[src/rtl/alu32_pkg.sv]
package alu32_pkg;
  localparam int OPW = 5;
  localparam logic [OPW-1:0] OP_ADD  = 5'h00;
  localparam logic [OPW-1:0] OP_SUB  = 5'h01;
  localparam logic [OPW-1:0] OP_SEQ  = 5'h02;
  localparam logic [OPW-1:0] OP_SLT  = 5'h03;
  localparam logic [OPW-1:0] OP_SLE  = 5'h04;
  localparam logic [OPW-1:0] OP_SLTU = 5'h05;
  localparam logic [OPW-1:0] OP_SLL  = 5'h06;
  localparam logic [OPW-1:0] OP_SRL  = 5'h07;
  localparam logic [OPW-1:0] OP_SRA  = 5'h08;

  typedef enum logic [1:0] {SH_LEFT = 2'd0, SH_RLOG = 2'd1, SH_RARI = 2'd2} shift_kind_e;

  typedef struct packed {
    logic zero;
    logic carry;
    logic ovf;
    logic neg;
  } alu_flags_t;

  function automatic logic uses_sub(input logic [OPW-1:0] op);
    return (op >= OP_SUB) && (op <= OP_SLTU);
  endfunction
endpackage

[src/rtl/alu32_adder.sv]
module alu32_adder
  import alu32_pkg::*;
#(
  parameter int W = 32
) (
  input  logic [W-1:0] a,
  input  logic [W-1:0] b,
  input  logic         sub,
  output logic [W-1:0] sum,
  output alu_flags_t   flags
);
  logic [W-1:0] b_eff;
  logic [W:0]   wide;

  assign b_eff = sub ? ~b : b;
  assign wide  = {1'b0, a} + {1'b0, b_eff} + {{W{1'b0}}, sub};
  assign sum   = wide[W-1:0];

  always_comb begin
    flags.carry = wide[W];
    flags.zero  = (sum == '0);
    flags.neg   = sum[W-1];
    flags.ovf   = (a[W-1] == b_eff[W-1]) && (sum[W-1] != a[W-1]);
  end
endmodule

[src/rtl/alu32_logic.sv]
module alu32_logic #(
  parameter int W = 32
) (
  input  logic [W-1:0] a,
  input  logic [W-1:0] b,
  input  logic [3:0]   tt_code,
  output logic [W-1:0] y
);
  for (genvar i = 0; i < W; i++) begin : g_bit
    assign y[i] = tt_code[{a[i], b[i]}];
  end
endmodule

[src/rtl/alu32_shifter.sv]
module alu32_shifter
  import alu32_pkg::*;
#(
  parameter int W = 32,
  localparam int SHW = $clog2(W)
) (
  input  logic [W-1:0]   din,
  input  logic [SHW-1:0] amt,
  input  shift_kind_e    kind,
  output logic [W-1:0]   dout
);
  logic [W-1:0] stage [SHW+1];
  logic [W-1:0] rev_in;
  logic [W-1:0] rev_out;
  logic         fill;

  for (genvar i = 0; i < W; i++) begin : g_rev
    assign rev_in[i]  = din[W-1-i];
    assign rev_out[i] = stage[SHW][W-1-i];
  end

  assign fill     = (kind == SH_RARI) ? din[W-1] : 1'b0;
  assign stage[0] = (kind == SH_LEFT) ? rev_in : din;

  for (genvar k = 0; k < SHW; k++) begin : g_stage
    localparam int STEP = 1 << k;
    assign stage[k+1] = amt[k] ? {{STEP{fill}}, stage[k][W-1:STEP]} : stage[k];
  end

  assign dout = (kind == SH_LEFT) ? rev_out : stage[SHW];
endmodule

[src/rtl/alu32_unit.sv]
module alu32_unit
  import alu32_pkg::*;
#(
  parameter int W = 32,
  localparam int SHW = $clog2(W)
) (
  input  logic           clk,
  input  logic           rst_n,
  input  logic [W-1:0]   opnd_a,
  input  logic [W-1:0]   opnd_b,
  input  logic [OPW-1:0] op_sel,
  output logic [W-1:0]   result_q,
  output logic           flag_zero,
  output logic           flag_carry,
  output logic           flag_ovf,
  output logic           flag_neg
);
  logic [W-1:0] add_sum;
  logic [W-1:0] logic_y;
  logic [W-1:0] shift_y;
  alu_flags_t   add_flags;
  shift_kind_e  sh_kind;
  logic         is_logic;
  logic         cmp_lt_s;
  logic         cmp_lt_u;
  logic [W-1:0] result_d;

  alu32_adder #(.W(W)) u_adder (
    .a(opnd_a), .b(opnd_b), .sub(uses_sub(op_sel)), .sum(add_sum), .flags(add_flags)
  );

  alu32_logic #(.W(W)) u_logic (
    .a(opnd_a), .b(opnd_b), .tt_code(op_sel[3:0]), .y(logic_y)
  );

  always_comb begin
    unique case (op_sel)
      OP_SRL:  sh_kind = SH_RLOG;
      OP_SRA:  sh_kind = SH_RARI;
      default: sh_kind = SH_LEFT;
    endcase
  end

  alu32_shifter #(.W(W)) u_shift (
    .din(opnd_a), .amt(opnd_b[SHW-1:0]), .kind(sh_kind), .dout(shift_y)
  );

  assign is_logic = op_sel[OPW-1];
  assign cmp_lt_s = add_flags.neg ^ add_flags.ovf;
  assign cmp_lt_u = ~add_flags.carry;

  always_comb begin
    result_d = '0;
    if (is_logic) begin
      result_d = logic_y;
    end else begin
      case (op_sel)
        OP_ADD, OP_SUB:         result_d = add_sum;
        OP_SEQ:                 result_d[0] = add_flags.zero;
        OP_SLT:                 result_d[0] = cmp_lt_s;
        OP_SLE:                 result_d[0] = cmp_lt_s | add_flags.zero;
        OP_SLTU:                result_d[0] = cmp_lt_u;
        OP_SLL, OP_SRL, OP_SRA: result_d = shift_y;
        default:                result_d = '0;
      endcase
    end
  end

  always_ff @(posedge clk) begin
    if (!rst_n) begin
      result_q   <= '0;
      flag_zero  <= 1'b0;
      flag_carry <= 1'b0;
      flag_ovf   <= 1'b0;
      flag_neg   <= 1'b0;
    end else begin
      result_q   <= result_d;
      flag_zero  <= add_flags.zero;
      flag_carry <= add_flags.carry;
      flag_ovf   <= add_flags.ovf;
      flag_neg   <= add_flags.neg;
    end
  end

  assert_cmp_upper_zero_R4: assert property (@(posedge clk) disable iff (!rst_n)
    (op_sel >= OP_SEQ && op_sel <= OP_SLTU) |=> (result_q[W-1:1] == '0));

  assert_unused_zero_R7: assert property (@(posedge clk) disable iff (!rst_n)
    (!op_sel[OPW-1] && op_sel > OP_SRA) |=> (result_q == '0));

  assert_shift_zero_amt_R5: assert property (@(posedge clk) disable iff (!rst_n)
    ((op_sel == OP_SLL || op_sel == OP_SRL || op_sel == OP_SRA) && opnd_b[SHW-1:0] == '0)
      |=> (result_q == $past(opnd_a)));

  assert_no_overflow_R3: assert property (@(posedge clk) disable iff (!rst_n)
    (op_sel == OP_ADD && opnd_a[W-1] != opnd_b[W-1]) |=> !flag_ovf);

  assert_sub_equal_R3: assert property (@(posedge clk) disable iff (!rst_n)
    (op_sel == OP_SUB && opnd_a == opnd_b) |=> (flag_zero && flag_carry && result_q == '0));

  assert_eq_true_R4: assert property (@(posedge clk) disable iff (!rst_n)
    (op_sel == OP_SEQ && opnd_a == opnd_b) |=> (result_q == 1));

  assert_logic_const_R2: assert property (@(posedge clk) disable iff (!rst_n)
    (op_sel == 5'h10) |=> (result_q == '0));
endmodule

[config.mk]
export PLATFORM = sky130hd
export DESIGN_NAME = alu32_unit
export DESIGN_NICKNAME = d
export VERILOG_FILES = /design/src/rtl/alu32_pkg.sv /design/src/rtl/alu32_adder.sv /design/src/rtl/alu32_logic.sv /design/src/rtl/alu32_shifter.sv /design/src/rtl/alu32_unit.sv
export SDC_FILE = /design/constraint.sdc
export NUM_CORES = 1
export LEC_CHECK = 0
export ABC_AREA = 1
export ABC_CLOCK_PERIOD_IN_PS = 3500
export BUFFER_PORTS_ARGS = -buffer_cell sky130_fd_sc_hd__buf_2
export CORE_UTILIZATION = 50
export CTS_CLUSTER_DIAMETER = 200
export DETAILED_ROUTE_END_ITERATION = 10
export GPL_ROUTABILITY_DRIVEN = 0
export MAX_ROUTING_LAYER = met4
export PLACE_DENSITY = 0.71
export RECOVER_POWER = 25
export SLEW_MARGIN = 40
export SYNTH_ARGS = -nofsm -noshare
export SYNTH_HDL_FRONTEND = slang
export SYNTH_SLANG_ARGS = --single-unit
export TNS_END_PERCENT = 5
[constraint.sdc]
create_clock -name clk -period 3.5 [get_ports clk]
set_input_delay 0 -clock clk [delete_from_list [all_inputs] [get_ports clk]]
set_output_delay 0 -clock clk [all_outputs]
set_load 0.01 [all_outputs]
==> results.toml <==
[status]
outcome = "complete, no violations"

[sta]
slew_viol_final = 0
relSlewSlack = 0.464
period_share = 0.877
rsz0062_at_grt = "no"
hold_viol = 0
setup_viol = 0
max_freq_mhz = 326
post-route-min-period_ps = 3070
fin_setup_tns_ps = 0
tightest_slew_ps = 796

[die]
io_pins = 107
coreArea_um2 = 15900
die-area_um2 = 16900
die_w_um = 130
rows = 46
start_util = 0.512
fp.dieH_um = 130

[global_routing]
grt_pass1_wl_um = 50500
overflow = 0
grt_use_total = 0.399
antenna_found_initial = 2
grt_pass1_vias = 9412
grt_max_degree = 56

[yosys]
synth.net_count = 1672
syn_area_um2 = 8170
ys_async_sr_fraction = 0
synthCells = 1569
synth_area_leaders = "nand2_1 21%, nand3_1 16%, dfxtp_1 8.8%"
synth_edf_count = 0
synth.avg_cell_area_um2 = 5.21
yosys_most_used_dff = "dfxtp_1"
synth_top_area_cell = "nand2_1"
synth_seq_cells = 36
synth.distinct_cells = 43
ys_warn_count = 0
yosysTopAreaCellShare = 0.212
ys_seq_area_frac = 0.0882

[route]
drt_iter0_markers = 1659
avgViaCountPerCell = 5.97
drc_errors = 0
dr_total_vias = 11000
wl_per_cell_um = 17.8
dr.pass1.iters = 6
ant_nets = 0
wl_um = 32900

[pwr]
peakVddDrop_uv = 279
power_density_nw_per_um2 = 278
leakage_uw = 0.00451

[run]
max_cap_viol_count = 0

[clock_network]
cts_resized = 0
cts-buffers-inserted = 5
cts_setup_buffers = 0
cts_root_buffer = "clkbuf_16"
cts_buffer_depth = 2
cts_max_level = 2
tritoncts = "done"
cts_sinks = 36
clk_pin_slew_ps = 50
cts_hold_buf = 0

[finish]
num-nets-final = 1728
area_growth_pct = 8.32
fillerInstances = 1754
post-route-cell-area_um2 = 8850
layout_commonest_cell = "nand2_1"
layout_common_cells = "461 x nand2_1, 265 x nand3_1, 157 x inv_1"
regArea_um2 = 721
drive_above_1_share = 0.0985
multi_input_area_um2 = 6400

[worst_setup_path]
startpoint_type = "primary input"
path_buf_inv = 3
cp.depth = 19
critical_path_class = "primary input to register"
arrival_ps = 3240
cp.required_ps = 3670
crit_path_max_fanout = 12
critPathCaptureType = "register"
crit_family = "simple AND/OR/NAND/NOR gates"
cp_cell_sequence = "buf_2 -> nor2_2 -> nand3_2 -> buf_4 -> xnor2_1 -> ha_1 -> nand2_1 -> nor2_1 -> nor3b_1 -> nand2_1 -> nand3_1 -> xor2_1 -> nor2_1 -> nand3_1 -> nor2_1 -> nand4_1 -> nand3_1 -> nand2_1 -> inv_1"
worst_path_max_delay_cell = "xor2_1"
cpPeakStageDelay_ps = 380

[worst_hold_path]
min_path_type = "primary input to register"
whs_path_depth = 3

[place]
dpl_cell_area_um2 = 8730
portBuffers = 106
dp_hpwl_um = 26200
where the power goes:
group          total (uW)  internal [uW]  switching [uW]
logic                1600            493            1110
clock network         405            258             147
registers             449            441            7.62
metal layers:
layer  wire length, um  vias up  track usage
li1                  -     5294            -
met1             13100     4840        0.518
met2             13100      745        0.569
met3              4650      130        0.105
met4              1970        0        0.190
met5                 0        -            -
metrics by stage:
step / utilization / hold slack, ps / total power (uW) / worst slack, ps / std cells
finish: 0.555 / 179 / 2460 / 429 / 1844
global route: 0.555 / 205 / 2630 / 138 / 1843
CTS: 0.556 / 172 / 2390 / 583 / 1841
detailed placement: 0.548 / 393 / 1990 / 301 / 1834
global placement: 0.548 / 391 / 1970 / 291 / 1834
floorplan: - / 138 / 1520 / 747 / 1569
cells in the mapped netlist, types with 8 or more instances:
cell        n
a21oi_1   128
inv_1     158
nand2_1   461
dfxtp_1    36
clkbuf_1   25
nand4_1    10
buf_2      28
o211ai_1   11
xnor2_1    29
o21ai_1    21
nor2_1    108
nor3_1     11
ha_1       31
buf_1      12
nand3_2    10
nand3_1   265
o21ai_0   130
xor2_1     11
buf_6       8
and2_1      9
cell type report:
| type | instances | area share |
|---|---|---|
| Clock inverter | 1 | 0.000566 |
| Inverter | 167 | 0.0708 |
| Antenna cell | 3 | 0.000848 |
| Sequential cell | 36 | 0.0814 |
| Tap cell | 216 | 0.0305 |
| Clock buffer | 6 | 0.0146 |
| Timing Repair Buffer | 128 | 0.0775 |
| Multi-Input combinational cell | 1287 | 0.724 |
state kept, by name (all words and copies together) (netlist names):
| name | count |
|---|---|
| flag_ovf | 1 |
| flag_carry | 1 |
| flag_neg | 1 |
| flag_zero | 1 |
| result_q | 32 |
kinds of logic after synthesis:
group / count (synthesis) / share of synthesized area
DFF: 36 / 0.0882
adders and majority gates: 32 / 0.0499
buffers and inverters: 246 / 0.128
and+or+nand+nor: 901 / 0.486
xor gates and xnor gates: 40 / 0.0429
AOI/OAI and AO/OA: 314 / 0.204
path summary, 6_finish.rpt:
path / from / to / slack (ps)
worst min-delay path: opnd_a[31] / flag_ovf / 180
worst max-delay path: op_sel[3] / result_q[0] / 430
Note: power is estimated with default switching activity, not from simulation.
